[src/rtl/dma_redirect.sv]
module dma_redirect #(
  parameter int DW = 16,
  parameter int NQ = 4,
  parameter int WIN = 8,
  localparam int QW = $clog2(NQ),
  localparam int WW = $clog2(WIN),
  localparam int IW = 1 + QW + WW,
  localparam int AW = IW + 1
) (
  input  logic          clk,
  input  logic          rst_n,
  input  logic          h_valid,
  input  logic          h_write,
  input  logic [AW-1:0] h_addr,
  input  logic [DW-1:0] h_wdata,
  output logic [DW-1:0] h_rdata,
  output logic          ep_valid,
  output logic          ep_write,
  output logic [IW-1:0] ep_index,
  output logic [DW-1:0] ep_wdata,
  input  logic [DW-1:0] ep_rdata,
  output logic          dma_busy
);

  logic          rd_mode, wr_mode;
  logic [IW-1:0] tgt;
  logic [DW-1:0] ctrl_val;

  wire hit_ctrl = (h_addr == '0);
  wire hit_data = h_addr[AW-1];
  wire rd_cyc   = h_valid & ~h_write;
  wire wr_cyc   = h_valid & h_write;
  wire steer_rd = rd_mode & rd_cyc;
  wire steer_wr = wr_mode & wr_cyc & ~hit_ctrl;
  wire kill_rd  = rd_mode & wr_cyc;
  wire norm     = h_valid & ~rd_mode & ~steer_wr;
  wire ctrl_wr  = norm & h_write & hit_ctrl & ~(h_wdata[0] & h_wdata[1]);
  wire steer    = steer_rd | steer_wr;

  wire [IW-1:0] tgt_next = {tgt[IW-1:WW], tgt[WW-1:0] + 1'b1};

  assign ep_valid = steer | (norm & hit_data);
  assign ep_write = ep_valid & h_write;
  assign ep_index = steer ? tgt : h_addr[IW-1:0];
  assign ep_wdata = h_wdata;
  assign dma_busy = rd_mode | wr_mode;

  always_comb begin
    ctrl_val = '0;
    ctrl_val[0] = rd_mode;
    ctrl_val[1] = wr_mode;
    ctrl_val[8 +: IW] = tgt;
  end

  always_ff @(posedge clk) begin
    if (!rst_n) begin
      rd_mode <= 1'b0;
      wr_mode <= 1'b0;
      tgt     <= '0;
    end else if (kill_rd) begin
      rd_mode <= 1'b0;
    end else if (ctrl_wr) begin
      rd_mode <= h_wdata[0];
      wr_mode <= h_wdata[1];
      tgt     <= h_wdata[8 +: IW];
    end else if (steer) begin
      tgt <= tgt_next;
    end
  end

  always_ff @(posedge clk) begin
    if (!rst_n)
      h_rdata <= '0;
    else if (rd_cyc) begin
      if (steer_rd || hit_data) h_rdata <= ep_rdata;
      else if (hit_ctrl)        h_rdata <= ctrl_val;
      else                      h_rdata <= '0;
    end
  end

endmodule


[config.mk]
export PLATFORM = sky130hd
export DESIGN_NAME = dma_redirect
export DESIGN_NICKNAME = d
export VERILOG_FILES = /design/src/rtl/dma_redirect.sv
export SDC_FILE = /design/constraint.sdc
export NUM_CORES = 1
export LEC_CHECK = 0
export BUFFER_PORTS_ARGS = -buffer_cell sky130_fd_sc_hd__buf_2
export CAP_MARGIN = 20
export CORE_MARGIN = 2
export CORE_UTILIZATION = 42
export CTS_CLUSTER_SIZE = 30
export DETAILED_ROUTE_END_ITERATION = 7
export PLACE_DENSITY = 0.79
export SYNTH_ARGS = -nofsm -noshare
export SYNTH_HDL_FRONTEND = slang
export SYNTH_SLANG_ARGS = --single-unit
[constraint.sdc]
create_clock -name clk -period 3.51 [get_ports clk]
set_input_delay 1.053 -clock clk [delete_from_list [all_inputs] [get_ports clk]]
set_output_delay 1.053 -clock clk [all_outputs]
set_load 0.03 [all_outputs]
==> results.json, run 1 <==
{
  "status": "finished, final reports clean",
  "drtPass1Iterations": 4,
  "post-route-drc-count": 0,
  "hold_buffers": 0,
  "slew_headroom_pct": 58.8,
  "min_path_type": "flop to flop",
  "grt_pass1_wl_um": 5590,
  "cts_buffers": 3,
  "grtUsageTotal_pct": 20.4,
  "antenna_found_initial": 0,
  "yosysSeqAreaShare_pct": 36.2,
  "fp.dieW_um": 60.2,
  "post-place-ws_ns": -0.141,
  "first_iter_violations": 37,
  "start_util_pct": 43.9,
  "finalSetupViolations": 0,
  "synth_warnings": 0,
  "yosysUniqueCellTypes": 36,
  "port_buffers": 67,
  "cts_tree": "yes",
  "crit_fanout": 3,
  "arrival_ns": 2.40,
  "grt_start_max_net_pins": 25,
  "ys_ff_latch": 24,
  "total_power_uw": 607,
  "area_growth_pct": 27.0,
  "cts_sinks": 24,
  "dieArea_sq_um": 3630,
  "crit_type": "input port to output pin",
  "vias_per_cell": 5.26,
  "stdcell_count": 249,
  "clkTransAtPathRegs_ns": 0.13,
  "routed_wl_um": 3410,
  "drive_above_1_share_pct": 45.4,
  "synth_area_sq_um": 1330,
  "avgSynthCellArea_sq_um": 8.68,
  "final_nets": 250,
  "power.leakage_uw": 0.000784,
  "coreArea_sq_um": 3030,
  "ios": 84,
  "fin_ws_ns": 0.0576,
  "die_h_um": 60.2,
  "post-dp-hpwl_um": 2520,
  "finClkSkew_ns": 0.00746,
  "clkLatencyLatePin_ns": 0.32,
  "postSynthCellCount": 153,
  "cp_data_required_time_ns": 2.46,
  "vias": 1310,
  "antenna_cells": 0,
  "ir_drop_mv": 0.319,
  "cp_cell_sequence": "buf_2 -> nor4_4 -> a21oi_2 -> o21ai_2 -> buf_4 -> mux2_2 -> buf_2",
  "tns_ns": 0,
  "period_needed_ns": 3.45,
  "grt_pass1_vias": 1260,
  "clock_path_buffers": 2,
  "rsz0062_at_grt": "no",
  "drv_cap": 0,
  "fillers": 307,
  "final_util_pct": 55.7,
  "clock-root-buffer": "clkbuf_4",
  "cts_max_level": 1,
  "grt_overflow_total": 0,
  "gp_congestion": 0.859,
  "placed_cells": 242,
  "cpPeakStageDelay_ns": 0.34,
  "hold_violations": 0,
  "powerDensity_nw_per_um2": 360,
  "worst_pin_slew_ns": 0.617,
  "ant_nets": 0,
  "wire_per_inst_um": 13.7,
  "slew_violations": 0,
  "fmax_ghz": 0.290,
  "num_rows": 20,
  "cp_slowest_cell": "mux2_2",
  "period_share_pct": 98.4,
  "crit_top_cell": "buf_2",
  "start_kind": "input port",
  "syn_nets": 197,
  "endpoint_kind": "output pin"
}
==> Yosys cell counts <==
master | n | area, sq um
and3b_1 | 1 | 8.76
o21ai_0 | 11 | 55.1
nand2_1 | 14 | 52.6
nand2b_1 | 1 | 6.26
nor4_1 | 1 | 6.26
inv_1 | 1 | 3.75
a21oi_1 | 1 | 5.00
a21bo_2 | 1 | 10.0
mux2i_1 | 4 | 40.0
or2_1 | 1 | 6.26
ha_1 | 1 | 12.5
o211ai_1 | 1 | 7.51
buf_4 | 16 | 120
and2_1 | 1 | 6.26
nand3_1 | 13 | 65.1
nor2b_1 | 7 | 43.8
or3_2 | 1 | 7.51
or2_2 | 1 | 6.26
dfxtp_1 | 24 | 480
a21boi_0 | 11 | 82.6
o2bb2ai_1 | 1 | 8.76
a221oi_1 | 6 | 52.6
a221oi_2 | 1 | 15.0
a31oi_1 | 3 | 18.8
o21ai_2 | 1 | 8.76
a21o_1 | 2 | 15.0
buf_2 | 1 | 5.00
mux2_2 | 6 | 67.6
clkbuf_1 | 7 | 26.3
clkbuf_2 | 1 | 5.00
or4_4 | 1 | 11.3
nand4_1 | 1 | 6.26
and4b_1 | 1 | 10.0
nor4_4 | 1 | 21.3
nor2_1 | 7 | 26.3
nor3_1 | 1 | 5.00
==> where the power goes <==
group | internal [uW] | switching (uW) | total, uW | leakage (uW)
combinational | 41.9 | 76.7 | 119 | 0.000561
sequential | 281 | 3.64 | 284 | 0.000195
clock | 115 | 88.5 | 204 | 0.0000279
total | 438 | 169 | 607 | 0.000784
==> cells in the final DEF (no fill, tap or decap), types with 2 or more instances in the layout <==
cell and count:
nand2_1 14, mux2i_1 4, nand3_1 13, a21o_1 2
a31oi_1 3, nor2b_1 7, a21boi_0 11, clkbuf_4 3
o21ai_0 11, mux2_2 6, nor2_1 7, buf_4 5
nor4_4 2, dfxtp_1 24, buf_2 67, a221oi_1 6
==> sequential cells by signal, indices dropped and copies added (netlist names) <==
signal   flops
tgt          6
rd_mode      1
h_rdata     16
wr_mode      1
==> layer usage <==
metal	routed length (um)	GRT usage (%)	share of wire [%]	up-vias
met4	76	6.35	2.2	0
met3	323	6.71	9.5	8
li1	-	-	-	633
met5	0	0	0	-
met2	1600	34.5	47	63
met1	1410	24.2	41	606
==> cells by family after synthesis <==
group,after synthesis,share of synthesized area (%)
buf+inv,26,12.1
mux,10,8.10
flops,24,36.2
fa+ha+maj,1,0.941
compound gates,39,21.0
simple gates,53,21.8
==> worst paths after layout <==
kind,start,endpoint,slack [ns],cells after the start
worst max-delay path,h_addr[3],ep_index[5],0.06,7
worst min-delay path,h_rdata[14]$_SDFFE_PN0P_,h_rdata[14]$_SDFFE_PN0P_,0.47,2
worst max register to register,rd_mode$_SDFFE_PP0P_,h_rdata[5]$_SDFFE_PN0P_,1.85,4
worst min register to register,h_rdata[14]$_SDFFE_PN0P_,h_rdata[14]$_SDFFE_PN0P_,0.47,2
==> critical path, delay by kind of cell <==
kind                   cells  cell delay (ns)
muxes                      1             0.34
and+or+nand+nor            1             0.31
AOI/OAI and AO/OA          2             0.25
buffers and inverters      3             0.45
==> cell type report <==
cell class	count	area, sq um	area share (%)
Sequential cell	24	480	28.5
Timing Repair Buffer	73	384	22.8
Multi-Input combinational cell	103	712	42.2
Inverter	1	3.75	0.222
Tap cell	44	55.1	3.26
Clock inverter	1	30.0	1.78
Clock buffer	3	22.5	1.33
==> timing repair <==
| action | in CTS | in global routing |
|---|---|---|
| endpoints found under the setup margin | 7 | 6 |
| setup buffers | 2 | 1 |
| pin swaps | 1 | 2 |
| resized for setup | 1 | 4 |
==> through the flow <==
stage | hold slack [ns] | cell area [sq um]
6_report | 0.475 | 1690
5_1_grt | 0.513 | 1690
2_1_floorplan | 0.485 | 1330
4_1_cts | 0.480 | 1660
3_5_place_dp | 0.461 | 1590
3_3_place_gp | 0.446 | 1590
(Power assumes the default switching activity.)
==> inputs of run 2 (changes only) <==
- CELL_PAD_IN_SITES_DETAIL_PLACEMENT: unset -> 0
- CELL_PAD_IN_SITES_GLOBAL_PLACEMENT: unset -> 1
- CORE_UTILIZATION: 42 -> 29
- PLACE_DENSITY: 0.79 -> unset
- PLACE_DENSITY_LB_ADDON: unset -> 0.1
==> run 2 against run 1 <==
Critical endpoint is now ep_index[0]. Combinational power barely moved. Global-route usage is 4.7 points lower. Highest routed layer unchanged. Power is 7.8% higher. Die area up 42%. Sequential power barely moved.
==> results.json, run 2 (synthesis results as in run 1) <==
{
  "powerDensity_nw_per_um2": 379,
  "routed_wl_um": 3950,
  "layout.cells.most_common_list": "67 x buf_2, 24 x dfxtp_1, 14 x nand2_1",
  "drive_above_1_share_pct": 45.6,
  "post_cts_buffers": 0,
  "cpPeakStageDelay_ns": 0.33,
  "coreArea_sq_um": 4380,
  "grt_start_max_net_pins": 25,
  "vias_per_cell": 4.97,
  "top_regs": "h_rdata: 16 flops, tgt: 6 flops",
  "wl_met3_um": 274,
  "pwr-share-seq_pct": 43.4,
  "dr_wl_met2_um": 1820,
  "regMostFlops": "h_rdata",
  "post-dp-hpwl_um": 3050,
  "stdcell_count": 258,
  "whs_endpoint": "h_rdata[2]$_SDFFE_PN0P_",
  "arrival_ns": 2.38,
  "clkTransAtPathRegs_ns": 0.09,
  "endpoint_kind": "output pin",
  "p_switching_uw": 178,
  "top_layer": "met4",
  "intPower_uw": 476,
  "slew_violations": 0,
  "drv_cap": 0,
  "crit_fanout": 5,
  "r2r_cells": 4,
  "holdPathStages": 2,
  "stdcell_area_sq_um": 1720,
  "ant_nets": 0,
  "r2r_setup_slack_ns": 1.88,
  "final_nets": 251,
  "worst_pin_slew_ns": 0.704,
  "num_rows": 24,
  "hold_start": "h_rdata[2]$_SDFFE_PN0P_",
  "start_kind": "input port",
  "drt-met1-wl_um": 1800,
  "clock_path_buffers": 2,
  "slew_headroom_pct": 53.0,
  "drtPass1Iterations": 4,
  "dpl_cell_area_sq_um": 1630,
  "p_clk_share_pct": 38.1,
  "clock-root-buffer": "clkbuf_8",
  "regArea_sq_um": 480,
  "post-place-ws_ns": -0.0237,
  "power.switching_fraction_pct": 27.3,
  "grt_pass1_vias": 1245,
  "rsz0062_at_grt": "no",
  "fin_ws_ns": 0.0740,
  "dieArea_sq_um": 5140,
  "ios": 84,
  "cts_buffers": 3,
  "multi_input_area_sq_um": 712,
  "fmax_ghz": 0.291,
  "port_buffers": 67,
  "layout.cells.most_common": "buf_2",
  "ir_drop_mv": 0.148,
  "hold_violations": 0,
  "gp_congestion": 0.857,
  "min_path_type": "flop to flop",
  "cp_cell_sequence": "buf_2 -> nor4_4 -> a21oi_2 -> o21ai_2 -> buf_6 -> mux2_2 -> buf_2",
  "antenna_found_initial": 0,
  "grtUsageTotal_pct": 15.7,
  "power.leakage_uw": 0.000796,
  "hold_buffers": 0,
  "vias": 1283,
  "post-route-drc-count": 0,
  "cts_tree": "yes",
  "fp.dieW_um": 71.7,
  "cp_slowest_cell": "mux2_2",
  "placed_cells": 254,
  "cp_data_required_time_ns": 2.46,
  "area_growth_pct": 29.8,
  "antenna_cells": 0,
  "cts_max_level": 1,
  "fin_hold_ws_ns": 0.461,
  "period_needed_ns": 3.44,
  "clkLatencyLatePin_ns": 0.27,
  "largest_reg_flops": 16,
  "fillers": 473,
  "grt_pass1_wl_um": 6300,
  "start_util_pct": 30.3,
  "finClkSkew_ns": 0.00677,
  "r2r-start": "rd_mode$_SDFFE_PP0P_",
  "power_frac_comb_pct": 18.5,
  "first_iter_violations": 64,
  "crit_type": "input port to output pin",
  "crit_top_cell": "buf_2",
  "wire_per_inst_um": 15.3,
  "period_share_pct": 97.9,
  "grt_overflow_total": 0,
  "cts_sinks": 24,
  "die_h_um": 71.7,
  "reg2reg_to": "h_rdata[9]$_SDFFE_PN0P_",
  "finalSetupViolations": 0,
  "status": "finished, final reports clean"
}
run 2: through the flow:
stage | setup TNS [ns] | power, uW | utilization [%]
finish | 0 | 654 | 39.3
global route | 0 | 685 | 39.3
floorplan | 0 | 382 | -
global placement | 0 | 409 | 37.1
CTS | 0 | 660 | 38.8
detailed placement | -0.0832 | 411 | 37.1
run 2: timing repair:
action	CTS	global route
pin swaps	0	0
resized for setup	1	4
endpoints found under the setup margin	5	6
run 2: layout make-up:
type	instances	area share [%]
Clock buffer	3	2.39
Clock inverter	1	1.74
Inverter	1	0.218
Multi-Input combinational cell	103	41.3
Sequential cell	24	27.9
Tap cell	52	3.77
Timing Repair Buffer	74	22.7
run 2: per-layer routing:
layer	GRT usage [%]	vias to the layer above
li1	-	637
met3	2.39	8
met5	0	-
met4	7.55	0
met1	20.9	587
met2	24.8	51
run 2: critical path: cells and delay by family:
| family | cells | cell delay, ns |
|---|---|---|
| buffers and inverters | 3 | 0.45 |
| AND/OR/NAND/NOR | 1 | 0.29 |
| multiplexers | 1 | 0.33 |
| AO/OA/AOI/OAI | 2 | 0.25 |
run 2: worst max path at each step:
stage | startpoint | slack, ns | endpoint
after floorplan | h_addr[0] | 0.24 | ep_index[0]
after global routing | h_addr[0] | 0.005 | ep_index[0]
final | h_addr[0] | 0.07 | ep_index[0]
after detailed placement | h_addr[0] | -0.02 | ep_index[0]
after global placement | h_addr[0] | 0.01 | ep_index[1]
after CTS | h_addr[5] | 0.01 | ep_index[0]
run 2: power groups by stage:
stage	registers (uW)	logic (uW)	clock network, uW
floorplan	306	75.9	0
global placement	290	119	0
detailed placement	290	120	0
CTS	284	121	255
global route	285	131	268
finish	284	121	249
